==> src/rtl/lbs_pkg.sv <==
package lbs_pkg;

    localparam int REG_W       = 16;
    localparam int CTRL_BASE   = 8;
    localparam int WR_POL_BIT  = 0;
    localparam int RD_POL_BIT  = 1;
    localparam int RST_INV_BIT = 2;

    typedef enum logic [2:0] {
        ST_IDLE,
        ST_SETUP,
        ST_STROBE,
        ST_HOLD,
        ST_ACK
    } seq_state_t;

    typedef enum logic [1:0] {
        CMD_OTHER = 2'b00,
        CMD_REG   = 2'b01,
        CMD_MEM   = 2'b10,
        CMD_RSVD  = 2'b11
    } host_cmd_t;

endpackage

==> src/rtl/lbs_ctrl_regs.sv <==
module lbs_ctrl_regs
    import lbs_pkg::*;
#(
    parameter int NUM_CS = 8
) (
    input  logic              clk,
    input  logic              rst_n,
    input  logic              wr_en,
    input  logic [REG_W-1:0]  wr_data,
    output logic [NUM_CS-1:0] cs_pol,
    output logic              wr_pol,
    output logic              rd_pol,
    output logic              rst_inv,
    output logic [REG_W-1:0]  rd_value
);

    localparam int RESV_LO = CTRL_BASE + RST_INV_BIT + 1;

    logic unused_resv;
    assign unused_resv = ^wr_data[REG_W-1:RESV_LO];

    always_ff @(posedge clk or negedge rst_n) begin
        if (!rst_n) begin
            cs_pol  <= '0;
            wr_pol  <= 1'b0;
            rd_pol  <= 1'b0;
            rst_inv <= 1'b0;
        end else if (wr_en) begin
            cs_pol  <= wr_data[NUM_CS-1:0];
            wr_pol  <= wr_data[CTRL_BASE+WR_POL_BIT];
            rd_pol  <= wr_data[CTRL_BASE+RD_POL_BIT];
            rst_inv <= wr_data[CTRL_BASE+RST_INV_BIT];
        end
    end

    always_comb begin
        rd_value                         = '0;
        rd_value[NUM_CS-1:0]             = cs_pol;
        rd_value[CTRL_BASE+WR_POL_BIT]   = wr_pol;
        rd_value[CTRL_BASE+RD_POL_BIT]   = rd_pol;
        rd_value[CTRL_BASE+RST_INV_BIT]  = rst_inv;
    end

endmodule

==> src/rtl/lbs_seq.sv <==
module lbs_seq
    import lbs_pkg::*;
#(
    parameter int LADDR_W       = 16,
    parameter int DATA_W        = 16,
    parameter int NUM_CS        = 8,
    parameter int STROBE_CYCLES = 2
) (
    input  logic                                  clk,
    input  logic                                  rst_n,
    input  logic                                  host_req,
    input  logic [1:0]                            host_cmd,
    input  logic                                  host_we,
    input  logic [LADDR_W+$clog2(NUM_CS)-1:0]     host_addr,
    input  logic [DATA_W-1:0]                     host_wdata,
    input  logic [DATA_W-1:0]                     lb_din,
    output logic                                  reg_wr_en,
    output logic [NUM_CS-1:0]                     cs_act,
    output logic                                  rd_act,
    output logic                                  wr_act,
    output logic [LADDR_W-1:0]                    lb_addr,
    output logic [DATA_W-1:0]                     lb_dout,
    output logic                                  lb_oe,
    output logic                                  ack,
    output logic                                  sel_reg,
    output logic [DATA_W-1:0]                     rdata
);

    localparam int CSSEL_W = $clog2(NUM_CS);
    localparam int HADDR_W = LADDR_W + CSSEL_W;
    localparam int CNT_W   = (STROBE_CYCLES > 1) ? $clog2(STROBE_CYCLES) : 1;
    localparam int LEN_W   = $clog2(STROBE_CYCLES + 2);
    localparam logic [CNT_W-1:0] LAST_CNT = CNT_W'(STROBE_CYCLES - 1);
    localparam logic [LEN_W-1:0] LEN_EXP  = LEN_W'(STROBE_CYCLES);

    seq_state_t           state_q, state_d;
    logic [CNT_W-1:0]     cnt_q;
    logic [CSSEL_W-1:0]   cs_idx_q;
    logic [LADDR_W-1:0]   addr_q;
    logic [DATA_W-1:0]    wdata_q;
    logic [DATA_W-1:0]    rdata_q;
    logic                 we_q;
    logic                 sel_reg_q;
    logic                 accept;
    logic                 in_access;
    logic                 strobe_on;
    logic                 unused_lsb;

    assign unused_lsb = ^host_addr[1:0];
    assign accept     = (state_q == ST_IDLE) && host_req;
    assign reg_wr_en  = accept && (host_cmd == CMD_REG) && host_we;

    // State register
    always_ff @(posedge clk or negedge rst_n) begin
        if (!rst_n) state_q <= ST_IDLE;
        else        state_q <= state_d;
    end

    // Next-state logic
    always_comb begin
        state_d = state_q;
        unique case (state_q)
            ST_IDLE: begin
                if (host_req) begin
                    if (host_cmd == CMD_MEM) state_d = ST_SETUP;
                    else                     state_d = ST_ACK;
                end
            end
            ST_SETUP:  state_d = ST_STROBE;
            ST_STROBE: if (cnt_q == LAST_CNT) state_d = ST_HOLD;
            ST_HOLD:   state_d = ST_ACK;
            ST_ACK:    state_d = ST_IDLE;
            default:   state_d = ST_IDLE;
        endcase
    end

    // Outputs decoded from the state
    always_comb begin
        in_access = 1'b0;
        strobe_on = 1'b0;
        ack       = 1'b0;
        unique case (state_q)
            ST_IDLE:   ;
            ST_SETUP:  in_access = 1'b1;
            ST_STROBE: begin
                in_access = 1'b1;
                strobe_on = 1'b1;
            end
            ST_HOLD:   in_access = 1'b1;
            ST_ACK:    ack = 1'b1;
            default:   ;
        endcase
    end

    // Strobe width counter and access fields
    always_ff @(posedge clk or negedge rst_n) begin
        if (!rst_n) begin
            cnt_q     <= '0;
            cs_idx_q  <= '0;
            addr_q    <= '0;
            wdata_q   <= '0;
            rdata_q   <= '0;
            we_q      <= 1'b0;
            sel_reg_q <= 1'b0;
        end else begin
            if (state_q == ST_STROBE) cnt_q <= cnt_q + 1'b1;
            else                      cnt_q <= '0;
            if (accept) begin
                sel_reg_q <= (host_cmd == CMD_REG);
                rdata_q   <= '0;
                if (host_cmd == CMD_MEM) begin
                    cs_idx_q <= host_addr[HADDR_W-1:LADDR_W];
                    addr_q   <= {host_addr[LADDR_W-1:2], 2'b00};
                    wdata_q  <= host_wdata;
                    we_q     <= host_we;
                end
            end else if ((state_q == ST_STROBE) && (cnt_q == LAST_CNT) && !we_q) begin
                rdata_q <= lb_din;
            end
        end
    end

    // One-hot chip-select decode
    for (genvar gi = 0; gi < NUM_CS; gi++) begin : g_cs_dec
        assign cs_act[gi] = in_access && (cs_idx_q == CSSEL_W'(gi));
    end

    assign rd_act  = strobe_on && !we_q;
    assign wr_act  = strobe_on && we_q;
    assign lb_oe   = in_access && we_q;
    assign lb_addr = addr_q;
    assign lb_dout = wdata_q;
    assign sel_reg = sel_reg_q;
    assign rdata   = rdata_q;

    // Run length of the current strobe, used only for checking
    logic [LEN_W-1:0] chk_len_q;
    always_ff @(posedge clk or negedge rst_n) begin
        if (!rst_n)                chk_len_q <= '0;
        else if (rd_act || wr_act) chk_len_q <= chk_len_q + 1'b1;
        else                       chk_len_q <= '0;
    end


    cs_onehot_chk: assert property (@(posedge clk) disable iff (!rst_n)
        $onehot0(cs_act));


    strobe_in_window_chk: assert property (@(posedge clk) disable iff (!rst_n)
        (rd_act || wr_act) |-> (cs_act != '0));


    strobe_width_chk: assert property (@(posedge clk) disable iff (!rst_n)
        $fell(rd_act || wr_act) |-> (chk_len_q == LEN_EXP));


    ack_pulse_chk: assert property (@(posedge clk) disable iff (!rst_n)
        ack |=> !ack);


    ack_no_cs_chk: assert property (@(posedge clk) disable iff (!rst_n)
        ack |-> (cs_act == '0));


    oe_not_read_chk: assert property (@(posedge clk) disable iff (!rst_n)
        lb_oe |-> !rd_act);


    rd_wr_excl_chk: assert property (@(posedge clk) disable iff (!rst_n)
        !(rd_act && wr_act));

endmodule

==> src/rtl/lbs_pol_drive.sv <==
module lbs_pol_drive #(
    parameter int NUM_CS = 8
) (
    input  logic [NUM_CS-1:0] cs_act,
    input  logic [NUM_CS-1:0] cs_pol,
    input  logic              rd_act,
    input  logic              rd_pol,
    input  logic              wr_act,
    input  logic              wr_pol,
    input  logic              hrst_in,
    input  logic              rst_inv,
    output logic [NUM_CS-1:0] lb_cs,
    output logic              lb_rd,
    output logic              lb_wr,
    output logic              gp_rst_out
);

    // Active level is 1 when the polarity bit is 0, and 0 when it is 1
    for (genvar gi = 0; gi < NUM_CS; gi++) begin : g_cs_pol
        assign lb_cs[gi] = cs_act[gi] ^ cs_pol[gi];
    end

    assign lb_rd      = rd_act ^ rd_pol;
    assign lb_wr      = wr_act ^ wr_pol;
    assign gp_rst_out = hrst_in ^ rst_inv;

endmodule

==> src/rtl/lbus_strobe_bridge.sv <==
module lbus_strobe_bridge
    import lbs_pkg::*;
#(
    parameter int LADDR_W       = 16,
    parameter int DATA_W        = 16,
    parameter int HDATA_W       = 32,
    parameter int NUM_CS        = 8,
    parameter int STROBE_CYCLES = 2
) (
    input  logic                                clk,
    input  logic                                rst_n,
    input  logic                                host_req,
    input  logic [1:0]                          host_cmd,
    input  logic                                host_we,
    input  logic [LADDR_W+$clog2(NUM_CS)-1:0]   host_addr,
    input  logic [HDATA_W-1:0]                  host_wdata,
    input  logic [HDATA_W/8-1:0]                host_be,
    output logic                                host_ack,
    output logic [HDATA_W-1:0]                  host_rdata,
    output logic [LADDR_W-1:0]                  lb_addr,
    output logic [NUM_CS-1:0]                   lb_cs,
    output logic                                lb_rd,
    output logic                                lb_wr,
    output logic [DATA_W-1:0]                   lb_dout,
    output logic                                lb_oe,
    input  logic [DATA_W-1:0]                   lb_din,
    input  logic                                hrst_in,
    output logic                                gp_rst_out
);

    logic                 reg_wr_en;
    logic [NUM_CS-1:0]    cs_pol;
    logic                 wr_pol, rd_pol, rst_inv;
    logic [REG_W-1:0]     reg_value;
    logic [NUM_CS-1:0]    cs_act;
    logic                 rd_act, wr_act;
    logic                 sel_reg;
    logic [DATA_W-1:0]    seq_rdata;
    logic                 unused_host;

    assign unused_host = ^{host_be, host_wdata[HDATA_W-1:DATA_W]};

    lbs_ctrl_regs #(.NUM_CS(NUM_CS)) u_regs (
        .clk      (clk),
        .rst_n    (rst_n),
        .wr_en    (reg_wr_en),
        .wr_data  (host_wdata[REG_W-1:0]),
        .cs_pol   (cs_pol),
        .wr_pol   (wr_pol),
        .rd_pol   (rd_pol),
        .rst_inv  (rst_inv),
        .rd_value (reg_value)
    );

    lbs_seq #(
        .LADDR_W       (LADDR_W),
        .DATA_W        (DATA_W),
        .NUM_CS        (NUM_CS),
        .STROBE_CYCLES (STROBE_CYCLES)
    ) u_seq (
        .clk        (clk),
        .rst_n      (rst_n),
        .host_req   (host_req),
        .host_cmd   (host_cmd),
        .host_we    (host_we),
        .host_addr  (host_addr),
        .host_wdata (host_wdata[DATA_W-1:0]),
        .lb_din     (lb_din),
        .reg_wr_en  (reg_wr_en),
        .cs_act     (cs_act),
        .rd_act     (rd_act),
        .wr_act     (wr_act),
        .lb_addr    (lb_addr),
        .lb_dout    (lb_dout),
        .lb_oe      (lb_oe),
        .ack        (host_ack),
        .sel_reg    (sel_reg),
        .rdata      (seq_rdata)
    );

    lbs_pol_drive #(.NUM_CS(NUM_CS)) u_pol (
        .cs_act     (cs_act),
        .cs_pol     (cs_pol),
        .rd_act     (rd_act),
        .rd_pol     (rd_pol),
        .wr_act     (wr_act),
        .wr_pol     (wr_pol),
        .hrst_in    (hrst_in),
        .rst_inv    (rst_inv),
        .lb_cs      (lb_cs),
        .lb_rd      (lb_rd),
        .lb_wr      (lb_wr),
        .gp_rst_out (gp_rst_out)
    );

    assign host_rdata = HDATA_W'(sel_reg ? reg_value : seq_rdata);


    addr_align_chk: assert property (@(posedge clk) disable iff (!rst_n)
        lb_addr[1:0] == 2'b00);


    pol_frozen_chk: assert property (@(posedge clk) disable iff (!rst_n)
        (cs_act != '0) |=> $stable(reg_value));


    rdata_upper_zero_chk: assert property (@(posedge clk) disable iff (!rst_n)
        host_ack |-> (host_rdata[HDATA_W-1:DATA_W] == '0));

endmodule

==> config.mk <==
export PLATFORM = sky130hd
export DESIGN_NAME = lbus_strobe_bridge
export DESIGN_NICKNAME = d
export VERILOG_FILES = /design/src/rtl/lbs_pkg.sv /design/src/rtl/lbs_ctrl_regs.sv /design/src/rtl/lbs_seq.sv /design/src/rtl/lbs_pol_drive.sv /design/src/rtl/lbus_strobe_bridge.sv
export SDC_FILE = /design/constraint.sdc
export NUM_CORES = 1
export LEC_CHECK = 0
export BUFFER_PORTS_ARGS = -buffer_cell sky130_fd_sc_hd__buf_4
export CAP_MARGIN = 20
export CORE_ASPECT_RATIO = 0.8
export CORE_UTILIZATION = 43
export CTS_BUF_LIST = sky130_fd_sc_hd__clkbuf_4
export DETAILED_ROUTE_END_ITERATION = 10
export PLACE_DENSITY = 0.76
export SLEW_MARGIN = 20
export SYNTH_ARGS = -nofsm -noshare
export SYNTH_HDL_FRONTEND = slang
export SYNTH_SLANG_ARGS = --single-unit
==> constraint.sdc <==
create_clock -name clk -period 1.49 [get_ports clk]
set_input_delay 0.149 -clock clk [delete_from_list [all_inputs] [get_ports clk]]
set_output_delay 0.149 -clock clk [all_outputs]
set_load 0.005 [all_outputs]
==> flow_summary.toml, run 1 <==
[drt]
firstDrtPassIters = 4
ant_nets = 0
first_iter_violations = 80
num_vias = 2497
wirelength_um = 8933
drc = 0
wl_per_cell_um = 17.41
viasPerCell = 4.867

[timing]
tightestPinTransition_ns = 0.5851
maxSlewHeadroom = 0.6091
layout_setup_ws_ns = -0.3864
maxSlewViolCount = 0
final_hold_viol_count = 0
rsz0062_at_grt = "true"
fin_crit_sh = 1.259
setup_viol = 87
fin_skew_ns = 0.009687
min_period_ns = 1.876
max_freq_mhz = 532.9

[placed_design]
dp_cells = 427
finalWeightedCongestion = 0.8211
dpl.hpwl_um = 5159
io_buffers = 114

[synth]
netlist_top_cells_area = "dfrtp_1 54%, mux2_2 21%, a22o_2 5.2%, buf_4 4.7%, xnor2_1 1.7%"
synth_edf_count = 0
async_flop_share = 1.000
synth-seq-cells = 66
synth.cell_area_mm2 = 0.003060
ys.flop_type = "dfrtp_1"
ys_types = 34
syn_inst = 223
synth_common_cells = "66 x dfrtp_1, 57 x mux2_2, 19 x buf_4"
ys_warn_count = 0
yosysTopAreaCell = "dfrtp_1"
yosysMostFrequentCell = "dfrtp_1"
yosysTopAreaCellShare = 0.5397
avgSynthCellArea_um2 = 13.72
seq_area_frac_synth = 0.5397

[finish]
diodes = 0
finalNonFillerCells = 513
drive_gt1_frac = 0.6221
area_growth_pct = 78.41
nets = 501

[grt]
grt_pass1_wl_um = 13700
grt_pass1_vias = 2680
overflow = 0
grtUsageTotal = 0.2506
antenna_found_initial = 0
grt_max_degree = 37

[critical_path]
cp-start-kind = "flip-flop"
critPathMaxStageDelay_ns = 0.45
cp_cell_sequence = "buf_6 -> o21ba_4 -> nand4b_1 -> xnor2_1 -> buf_4"
worstSetupEndpointType = "output port"
required_ns = 1.34
cp.arrival_ns = 1.73
critPathKind = "flip-flop to output port"
cp.buffers_inverters = 2
crit_slowest_cell = "dfrtp_2"
r2r_cells = 6
crit_path_max_fanout = 5
critical-path-top-delay-family = "flip-flops"
worst-path-stages = 5

[outcome]
outcome = "finished with violations"
violations = "setup timing"

[cts]
htree_levels = 3
cts.clk_slew.worst_paths_ns = 0.10
cts_root_buf = "clkbuf_4"
clockBufferDepth = 2
tritoncts = "done"
cts.sinks = 66
clk_latency_ns = 0.40
cts_inserted_buffers = 9

[floorplanning]
num_io_pins = 155
dieArea_mm2 = 0.007460
std_cell_rows = 27
start_util = 0.4441
fp.dieH_um = 77.46
die_w_um = 96.32
core_area_mm2 = 0.006892

[pwr]
irDropWorstVdd_mv = 0.9155
power.leakage_nw = 2.675
finalPower_w = 0.008838
power_density_mw_per_mm2 = 1619

[hold_path]
min_path_type = "primary input to flip-flop"
hold_depth = 3

[job]
cap_violations = 0
kinds of logic after synthesis:
| family | synth area share |
|---|---|
| AO/OA/AOI/OAI | 0.06378 |
| XOR/XNOR | 0.03434 |
| buffers and inverters | 0.07195 |
| flip-flops | 0.5397 |
| multiplexers | 0.2097 |
| other | 0.001225 |
| AND/OR/NAND/NOR | 0.07933 |
final timing paths:
check / startpoint / end / slack [ns]
max: u_seq.state_q[2] / lb_cs[6] / -0.39
min: host_req / u_seq.state_q[2] / 0.13
max reg2reg: u_seq.state_q[0] / u_seq.lb_dout[3] / -0.28
min reg2reg: u_seq.lb_dout[1] / u_seq.lb_dout[1] / 0.51
max in group asynchronous: rst_n / u_seq.state_q[1] / 0.68
min in group asynchronous: rst_n / u_seq.rdata[4] / 0.26
worst reg2reg max path, stage by stage, from the launching register on:
cell,delay [ns]
dfrtp_2,0.44
buf_6,0.13
nor4b_4,0.29
buf_4,0.20
nand2_8,0.12
buf_16,0.20
mux2_2,0.27
metal layers:
| metal | global-route usage | part of all wire |
|---|---|---|
| met1 | 0.2950 | 0.40 |
| met2 | 0.4199 | 0.51 |
| met3 | 0.09510 | 0.077 |
| met4 | 0.07941 | 0.014 |
| met5 | 0 | 0 |
power breakdown:
part	internal [W]	switching, W
combinational	0.00290	0.00155
sequential	0.00251	0.000633
clock	0.000647	0.000595
total	0.00606	0.00278
stage by stage:
step / hold WS (ns) / setup WS, ns / utilization / cell area (um^2) / setup TNS (ns)
3_3_place_gp: 0.1380 / -0.1795 / 0.5979 / 4120 / -5.079
3_5_place_dp: 0.1418 / -0.2386 / 0.5979 / 4120 / -6.852
6_report: 0.1308 / -0.3864 / 0.7923 / 5460 / -17.60
2_1_floorplan: -0.1466 / -0.1187 / - / 3222 / -2.351
4_1_cts: 0.1050 / -0.3727 / 0.7687 / 5298 / -13.14
5_1_grt: 0.09969 / -0.4508 / 0.7923 / 5460 / -23.19
cell type report:
type	count	area (um^2)
Multi-Input combinational cell	142	1623
Clock buffer	9	67.56
Timing Repair Buffer	204	1933
Fill cell	383	1431
Tap cell	87	108.9
Clock inverter	5	71.32
Sequential cell	66	1657
cell usage in the layout (no fill, tap or decap), types with 4 or more instances in the layout:
cell type      synthesis  layout
nor2b_1                8       5
dfrtp_1               66      62
dlygate4sd3_1          0      51
xnor2_1                6       4
mux2_4                 0      23
a22o_4                 0      16
dfrtp_2                0       4
buf_16                 0       6
xor2_1                 6       5
mux2_2                57      34
conb_1                 1      18
clkbuf_4               0       9
buf_4                 19     113
buf_6                  3      31
what timing repair did:
action,CTS,global route
setup buffers,13,3
endpoints found under the hold margin,96,0
pin swaps,15,19
resized for setup,72,27
gates cloned,6,0
endpoints found under the setup margin,85,90
hold buffers,51,0
No activity file was read; power rests on OpenSTA's default activity.
==> run 2: changes to the inputs <==
--- a/config.mk
+++ b/config.mk
@@ -5,10 +5,11 @@
 export SDC_FILE = /design/constraint.sdc
 export NUM_CORES = 1
 export LEC_CHECK = 0
+export ABC_AREA = 0
 export BUFFER_PORTS_ARGS = -buffer_cell sky130_fd_sc_hd__buf_4
 export CAP_MARGIN = 20
 export CORE_ASPECT_RATIO = 0.8
-export CORE_UTILIZATION = 43
+export CORE_UTILIZATION = 45
 export CTS_BUF_LIST = sky130_fd_sc_hd__clkbuf_4
 export DETAILED_ROUTE_END_ITERATION = 10
 export PLACE_DENSITY = 0.76
==> constraint.sdc (replaced) <==
create_clock -name clk -period 2.4 [get_ports clk]
set_input_delay 0.12 -clock clk [delete_from_list [all_inputs] [get_ports clk]]
set_output_delay 0.12 -clock clk [all_outputs]
set_load 0.005 [all_outputs]
==> flow_summary.toml, run 2 (synthesis gave the netlist of run 1 again) <==
[outcome]
outcome = "finished clean"

[placed_design]
finalWeightedCongestion = 0.7236
placed_area_mm2 = 0.003895
io_buffers = 114
dpl.hpwl_um = 4776

[finish]
nFillCells = 505
layout_common_cells = "118 x buf_4, 66 x dfrtp_1, 57 x mux2_2"
diodes = 0
nets = 466
area_growth_pct = 46.93
final_area_mm2 = 0.004497
drive_gt1_frac = 0.5320
final_common_cell = "buf_4"

[drt]
wl_per_cell_um = 15.76
ant_nets = 0
viasPerCell = 4.808
num_vias = 2284
first_iter_violations = 56
wirelength_um = 7485
drc = 0
firstDrtPassIters = 4

[timing]
final_hold_viol_count = 0
rsz0062_at_grt = "false"
maxSlewHeadroom = 0.4398
fin_crit_sh = 0.8732
min_period_ns = 2.096
tns_ns = 0
maxSlewViolCount = 0
tightestPinTransition_ns = 0.8403
holdWs_ns = 0.1065
max_freq_mhz = 477.2
setup_viol = 0
fin_skew_ns = 0.01303

[pwr]
power_density_mw_per_mm2 = 984.9
power.leakage_nw = 2.191
irDropWorstVdd_mv = 0.5279
swShare = 0.3265
pwr-share-clk = 0.127
seqPwrFrac = 0.450
power_switching_w = 0.001446
internal-power_w = 0.002983
p_comb_frac = 0.423
finalPower_w = 0.004429

[critical_path]
cp-start-kind = "flip-flop"
r2r_slack_ns = 0.50
cp.arrival_ns = 1.98
crit_path_max_fanout = 12
worstSetupEndpointType = "output port"
required_ns = 2.28
critPathKind = "flip-flop to output port"
critPathMaxStageDelay_ns = 0.61
cp_cell_sequence = "o21bai_1 -> nor4b_1 -> xor2_1 -> buf_4"
crit_slowest_cell = "dfrtp_1"

[hold_path]
min_path_type = "primary input to flip-flop"

[job]
cap_violations = 0

[cts]
cts_inserted_buffers = 9
cts.clk_slew.worst_paths_ns = 0.09
ctsHoldBuffers = 51
clk_latency_ns = 0.41
cts_root_buf = "clkbuf_4"
clockBufferDepth = 2
cts.sinks = 66
ctsResizeCount = 0
cts_setup_buffers = 0
tritoncts = "done"
htree_levels = 3

[floorplanning]
fp.dieH_um = 75.76
die_w_um = 94.20
start_util = 0.4727
num_io_pins = 155
core_area_mm2 = 0.006474
dieArea_mm2 = 0.007137
std_cell_rows = 26

[grt]
grt_pass1_vias = 2371
grt_max_degree = 67
grtUsageTotal = 0.2210
antenna_found_initial = 0
overflow = 0
grt_pass1_wl_um = 11520
-- run 2: cell types whose count changed in the layout (fill, tap and decap cells not counted), moves of 3 or more --
cell / delta
mux2_4: -23
buf_12: -3
mux2_2: +23
dfrtp_2: -4
dfrtp_1: +4
a22o_4: -16
nor2b_1: +3
nor2b_4: -3
buf_4: +5
buf_6: -31
a22o_2: +16
buf_16: -6
-- run 2: through the flow --
stage          setup slack, ns  utilization  cells
5_1_grt                 0.1589       0.6946    475
4_1_cts                 0.2921       0.6946    475
3_3_place_gp            0.5490       0.6017    410
6_report                0.3043       0.6946    475
2_1_floorplan           0.7793            -    240
3_5_place_dp            0.5148       0.6017    410
-- run 2: per-layer routing --
layer	up-vias	routed length, um	global-route usage
li1	1079	-	-
met1	1104	3282	0.2713
met2	92	3532	0.3688
met3	9	583	0.07285
met4	0	87	0.08205
met5	-	0	0
-- run 2: worst max-delay path: cells and delay by family, from the launching register on --
kind	cells	cell delay, ns
AOI/OAI and AO/OA	1	0.22
DFF	1	0.61
buffers and inverters	1	0.13
and+or+nand+nor	1	0.41
xor gates and xnor gates	1	0.19
-- run 2: cell type report --
class | count | area, um^2 | area share
clock inverters | 5 | 23.77 | 0.005287
repair buffers | 169 | 1396 | 0.3105
flip-flops and latches | 66 | 1652 | 0.3673
well taps | 84 | 105.1 | 0.02337
clock buffers | 9 | 67.56 | 0.01503
multi-input cells | 142 | 1252 | 0.2785
-- run 2: power by group through the flow --
stage	Clock, W	Sequential [W]	Combinational, W
after CTS	0.000590	0.00198	0.00188
final	0.000564	0.00199	0.00187
after floorplan	0	0.00182	0.00100
after detailed placement	0	0.00200	0.00181
after global placement	0	0.00197	0.00177
after global routing	0.000622	0.00205	0.00203
-- run 2: path summary, 6_finish.rpt --
| check | from | endpoint | depth (start not counted) |
|---|---|---|---|
| max reg2reg | u_seq.state_q[1] | u_seq.rdata[14] | 4 |
| max in group asynchronous | rst_n | u_seq.we_q | 2 |
| max | u_seq.state_q[1] | lb_cs[1] | 4 |
| min reg2reg | u_seq.cnt_q | u_seq.cnt_q | 1 |
| min | host_req | u_seq.state_q[2] | 3 |
| min in group asynchronous | rst_n | u_regs.cs_pol[3] | 2 |
